==> src/rtl/bus2_arb_pkg.sv <==
package bus2_arb_pkg;

    localparam int NUM_MASTERS = 2;

    typedef enum logic [1:0] {
        OWN_NONE = 2'd0,
        OWN_M0   = 2'd1,
        OWN_M1   = 2'd2
    } owner_t;

    // Decide the owner for this cycle: a holder keeps the bus while its
    // cycle line is high; otherwise master 0 beats master 1.
    function automatic owner_t next_owner(input owner_t held, input logic [1:0] cyc);
        owner_t res;
        res = OWN_NONE;
        if (held == OWN_M0 && cyc[0]) begin
            res = OWN_M0;
        end else if (held == OWN_M1 && cyc[1]) begin
            res = OWN_M1;
        end else if (cyc[0]) begin
            res = OWN_M0;
        end else if (cyc[1]) begin
            res = OWN_M1;
        end
        return res;
    endfunction

    function automatic logic [1:0] owner_onehot(input owner_t o);
        logic [1:0] v;
        case (o)
            OWN_M0:  v = 2'b01;
            OWN_M1:  v = 2'b10;
            default: v = 2'b00;
        endcase
        return v;
    endfunction

endpackage

==> src/rtl/arb_owner_ctrl.sv <==
module arb_owner_ctrl
    import bus2_arb_pkg::*;
(
    input  logic       clk,
    input  logic       rst,
    input  logic [1:0] cyc,
    output logic [1:0] gnt
);
    owner_t owner_q;
    owner_t owner_now;

    always_comb begin
        owner_now = next_owner(owner_q, cyc);
        gnt       = owner_onehot(owner_now);
    end

    always_ff @(posedge clk) begin
        if (rst) begin
            owner_q <= OWN_NONE;
        end else begin
            owner_q <= owner_now;
        end
    end
endmodule

==> src/rtl/arb_req_mux.sv <==
module arb_req_mux #(
    parameter int AW = 20,
    parameter int DW = 16,
    parameter int NM = 2
) (
    input  logic [NM-1:0]         gnt,
    input  logic [NM-1:0][AW-1:0] m_adr,
    input  logic [NM-1:0][DW-1:0] m_wdat,
    input  logic [NM-1:0]         m_stb,
    input  logic [NM-1:0]         m_cyc,
    input  logic [NM-1:0]         m_we,
    output logic [AW-1:0]         s_adr,
    output logic [DW-1:0]         s_wdat,
    output logic                  s_stb,
    output logic                  s_cyc,
    output logic                  s_we
);
    always_comb begin
        s_adr  = '0;
        s_wdat = '0;
        s_stb  = 1'b0;
        s_cyc  = 1'b0;
        s_we   = 1'b0;
        for (int i = 0; i < NM; i++) begin
            if (gnt[i]) begin
                s_adr  = m_adr[i];
                s_wdat = m_wdat[i];
                s_stb  = m_stb[i] & m_cyc[i];
                s_cyc  = m_cyc[i];
                s_we   = m_we[i];
            end
        end
    end
endmodule

==> src/rtl/arb_resp_route.sv <==
module arb_resp_route #(
    parameter int DW = 16,
    parameter int NM = 2
) (
    input  logic [NM-1:0]         gnt,
    input  logic                  s_ack,
    input  logic [DW-1:0]         s_rdat,
    input  logic                  s_stall,
    output logic [NM-1:0]         m_ack,
    output logic [NM-1:0][DW-1:0] m_rdat,
    output logic [NM-1:0]         m_stall
);
    for (genvar g = 0; g < NM; g++) begin : g_port
        assign m_ack[g]   = gnt[g] & s_ack;
        assign m_stall[g] = ~gnt[g] | s_stall;
        assign m_rdat[g]  = gnt[g] ? s_rdat : '0;
    end
endmodule

==> src/rtl/dual_master_arbiter.sv <==
module dual_master_arbiter
    import bus2_arb_pkg::*;
#(
    parameter int ADDR_W = 20,
    parameter int DATA_W = 16
) (
    input  logic              clk,
    input  logic              rst,
    input  logic [ADDR_W-1:0] m0_adr,
    input  logic [DATA_W-1:0] m0_wdat,
    output logic [DATA_W-1:0] m0_rdat,
    input  logic              m0_stb,
    input  logic              m0_cyc,
    input  logic              m0_we,
    output logic              m0_ack,
    output logic              m0_stall,
    input  logic [ADDR_W-1:0] m1_adr,
    input  logic [DATA_W-1:0] m1_wdat,
    output logic [DATA_W-1:0] m1_rdat,
    input  logic              m1_stb,
    input  logic              m1_cyc,
    input  logic              m1_we,
    output logic              m1_ack,
    output logic              m1_stall,
    output logic [ADDR_W-1:0] s_adr,
    output logic [DATA_W-1:0] s_wdat,
    input  logic [DATA_W-1:0] s_rdat,
    output logic              s_stb,
    output logic              s_cyc,
    output logic              s_we,
    input  logic              s_ack,
    input  logic              s_stall
);
    localparam int NM = NUM_MASTERS;

    logic [NM-1:0]             gnt;
    logic [NM-1:0][ADDR_W-1:0] adr_v;
    logic [NM-1:0][DATA_W-1:0] wdat_v;
    logic [NM-1:0][DATA_W-1:0] rdat_v;
    logic [NM-1:0]             stb_v, cyc_v, we_v, ack_v, stall_v;

    assign adr_v  = {m1_adr, m0_adr};
    assign wdat_v = {m1_wdat, m0_wdat};
    assign stb_v  = {m1_stb, m0_stb};
    assign cyc_v  = {m1_cyc, m0_cyc};
    assign we_v   = {m1_we, m0_we};

    arb_owner_ctrl u_owner (
        .clk (clk),
        .rst (rst),
        .cyc (cyc_v),
        .gnt (gnt)
    );

    arb_req_mux #(.AW(ADDR_W), .DW(DATA_W), .NM(NM)) u_req (
        .gnt    (gnt),
        .m_adr  (adr_v),
        .m_wdat (wdat_v),
        .m_stb  (stb_v),
        .m_cyc  (cyc_v),
        .m_we   (we_v),
        .s_adr  (s_adr),
        .s_wdat (s_wdat),
        .s_stb  (s_stb),
        .s_cyc  (s_cyc),
        .s_we   (s_we)
    );

    arb_resp_route #(.DW(DATA_W), .NM(NM)) u_resp (
        .gnt     (gnt),
        .s_ack   (s_ack),
        .s_rdat  (s_rdat),
        .s_stall (s_stall),
        .m_ack   (ack_v),
        .m_rdat  (rdat_v),
        .m_stall (stall_v)
    );

    assign m0_ack   = ack_v[0];
    assign m1_ack   = ack_v[1];
    assign m0_stall = stall_v[0];
    assign m1_stall = stall_v[1];
    assign m0_rdat  = rdat_v[0];
    assign m1_rdat  = rdat_v[1];
endmodule

==> config.mk <==
export PLATFORM = sky130hd
export DESIGN_NAME = dual_master_arbiter
export DESIGN_NICKNAME = d
export VERILOG_FILES = /design/src/rtl/bus2_arb_pkg.sv /design/src/rtl/arb_owner_ctrl.sv /design/src/rtl/arb_req_mux.sv /design/src/rtl/arb_resp_route.sv /design/src/rtl/dual_master_arbiter.sv
export SDC_FILE = /design/constraint.sdc
export NUM_CORES = 1
export LEC_CHECK = 0
export ABC_AREA = 0
export BUFFER_PORTS_ARGS = -buffer_cell sky130_fd_sc_hd__buf_4
export CAP_MARGIN = 30
export CORE_AREA = 2 2 67 69
export DETAILED_ROUTE_END_ITERATION = 8
export DIE_AREA = 0 0 69 71
export PLACE_DENSITY_LB_ADDON = 0.08
export SKIP_CTS_REPAIR_TIMING = 1
export SYNTH_ARGS = -nofsm -noshare
export SYNTH_HDL_FRONTEND = slang
export SYNTH_SLANG_ARGS = --single-unit
==> constraint.sdc <==
create_clock -name clk -period 1.59 [get_ports clk]
set_input_delay 0.318 -clock clk [delete_from_list [all_inputs] [get_ports clk]]
set_output_delay 0.318 -clock clk [all_outputs]
set_load 0.03 [all_outputs]
==> results.yml <==
run_status:
  status: "finished, violations left"
  violations: "negative setup slack"
worst_setup_path:
  critPathMaxStageDelay_ns: 0.30
  cp_slowest_cell: "dfxtp_2"
  crit_path_end_kind: "output pin"
  worstPathArrival_ns: 1.40
  start_kind: "flop"
  crit_buf_inv: 3
  r2r_slack_ns: 0.47
  r2r_start: "u_owner.owner_q[0]"
  worstPathRequired_ns: 1.27
  crit_type: "flop to output pin"
  crit_chain: "nand2b_4 -> a21boi_4 -> buf_12 -> clkbuf_16 -> and2_1 -> buf_6"
  regToRegEndpoint: "u_owner.owner_q[1]"
  crit_fanout: 13
  crit_family: "buffers and inverters"
  worstRegToRegCells: 5
sta:
  slew_headroom_pct: 90.0
  setup_tns_ns: -5.38
  setup_viol: 56
  clock_skew_ns: 0.00134
  finalCritPeriodShare_pct: 108
  finalHoldViolCount: 0
  grt_setup_unrepaired: "yes"
  min_period_ns: 1.72
  fin_ws_ns: -0.131
  worstMarginPinSlew_ns: 0.150
  max_freq_ghz: 0.581
  whs_ns: 0.270
  maxSlewViolCount: 0
cells_and_area:
  syn_to_final_growth_pct: 231
  nets: 371
  largest_reg_flops: 2
  regMostFlops: "u_owner.owner_q"
  antenna_cells: 0
  top_regs: "u_owner.owner_q: 2 flops"
  drive_gt1_share_pct: 74.5
  final_cell_area_um2: 2530
placed_design:
  port_buffers: 172
  place.gp.congestion: 0.775
  hpwl_um: 3530
  dp_slack_ns: 0.0186
  place_area_um2: 2110
min_path:
  hold_class: "primary input to flop"
  hold_end: "u_owner.owner_q[0]"
  hold_depth: 2
  min_from: "rst"
route:
  viasPerCell: 4.55
  route.detailed.drc: 0
  vias: 1470
  drt_pass1_iterations: 4
  ant_nets: 0
  drt-wirelength-per-cell_um: 15.8
  wl_um: 5090
  drtIter0Drc: 44
clock_network:
  cts_made_buffers: 3
  clockBufferDepth: 2
  h-tree-depth: 1
  clock_sinks: 2
  cts_tree: "done"
  clk_latency_ns: 0.21
  clk_pin_slew_ns: 0.03
  cts_root_buf: "clkbuf_8"
power_and_ir_drop:
  p_leak_uw: 0.00139
  vdd_drop_max_uv: 462
  p_per_area_nw_per_um2: 503
  power.total_uw: 1280
global_route:
  grt_use_total_pct: 15.8
  grt-ovfl-total: 0
  grt_max_degree: 32
  antenna_found_initial: 0
  first_global_vias: 1257
  grt_pass1_wl_um: 6460
synthesis:
  synth_flop_cell: "dfxtp_1"
  yosysMostFrequentCell: "a22o_1"
  synth-edff-count: 0
  ys_seq_area_share_pct: 5.23
  async_flop_share_pct: 0
  synth.distinct_cells: 14
  synth_fp_nets: 195
  yosys-top-cells-area: "a22o_1 (43%), and2_1 (14%), and3_1 (14%), buf_6 (7.4%), dfxtp_1 (5.2%)"
  avgSynthCellArea_um2: 7.89
  synth-seq-cells: 2
  synth_cells: 97
  synth_top_area_share_pct: 43.5
  yosysWarnings: 0
  synth_top_cell_by_area: "a22o_1"
  ys_top_cells_by_count: "a22o_1 (38), and2_1 (17), and3_1 (17), buf_6 (5)"
  syn-cell-area_um2: 766
floorplanning:
  core-area_um2: 4200
  die_h_um: 71
  io_pins: 173
  initial_core_util_pct: 18.2
  die_area_um2: 4900
  row_count: 24
  die_w_um: 69
flow_run:
  cap_violations: 0
[cell families (layout without fill, tap and decap cells)]
family,after synthesis,after routing,share of synthesized area (%)
AND/OR/NAND/NOR,42,42,36.4
AO/OA/AOI/OAI,39,39,44.4
buffers and inverters,14,188,13.9
flip-flops,2,2,5.23
[per-stage QoR]
step | utilization (%) | std cells
after floorplan | - | 97
after global placement | 50.2 | 313
after CTS | 51.2 | 316
after global routing | 60.3 | 323
final | 60.3 | 323
after detailed placement | 50.2 | 313
[placed cells by master (no fill, tap or decap), drive strengths merged]
master / netlist / layout
nand2b: 3 / 3
buf: 10 / 181
clkbuf: 4 / 7
dfxtp: 2 / 2
or2: 1 / 1
a21boi: 1 / 1
and2: 18 / 18
and3: 17 / 17
a22o: 38 / 38
nor2b: 2 / 2
nand3b: 1 / 1
[layer usage]
layer / vias up / global-route usage, % / wire [µm] / part of all wire, %
li1: 722 / - / - / -
met1: 656 / 18.9 / 1910 / 38
met2: 89 / 28.3 / 2710 / 53
met3: 3 / 4.13 / 437 / 8.6
met4: 0 / 3.27 / 28 / 0.55
met5: - / 0 / 0 / 0
[worst register-to-register path, cell delays in order, from the launching register on]
cell	delay [ns]
dfxtp_2	0.30
nand2b_4	0.14
a21boi_4	0.15
buf_12	0.15
clkbuf_16	0.16
nor2b_1	0.14
[area by class of cell]
cell class                      instances  area [µm²]
Fill cell                             415        1670
Timing Repair Buffer                  185        1730
Clock buffer                            3        41.3
Multi-Input combinational cell         81         656
Sequential cell                         2        42.5
Tap cell                               52        65.1
[power by group]
group	switching [µW]	internal, µW	total (µW)
registers	2.52	53.9	56.4
clock network	46.4	161	207
logic	480	532	1010
total	529	747	1280
[worst max-delay path by stage]
stage	from	to	slack (ns)	cells after the start
detailed placement	m1_cyc	s_adr[7]	0.02	6
global placement	m1_cyc	s_adr[10]	0.03	6
CTS	u_owner.owner_q[1]	s_adr[7]	-0.19	5
finish	u_owner.owner_q[0]	m1_rdat[2]	-0.13	6
global route	u_owner.owner_q[0]	s_wdat[14]	-0.18	6
floorplan	m0_cyc	s_adr[10]	0.009	5
Note: power is estimated with default switching activity, not from simulation.
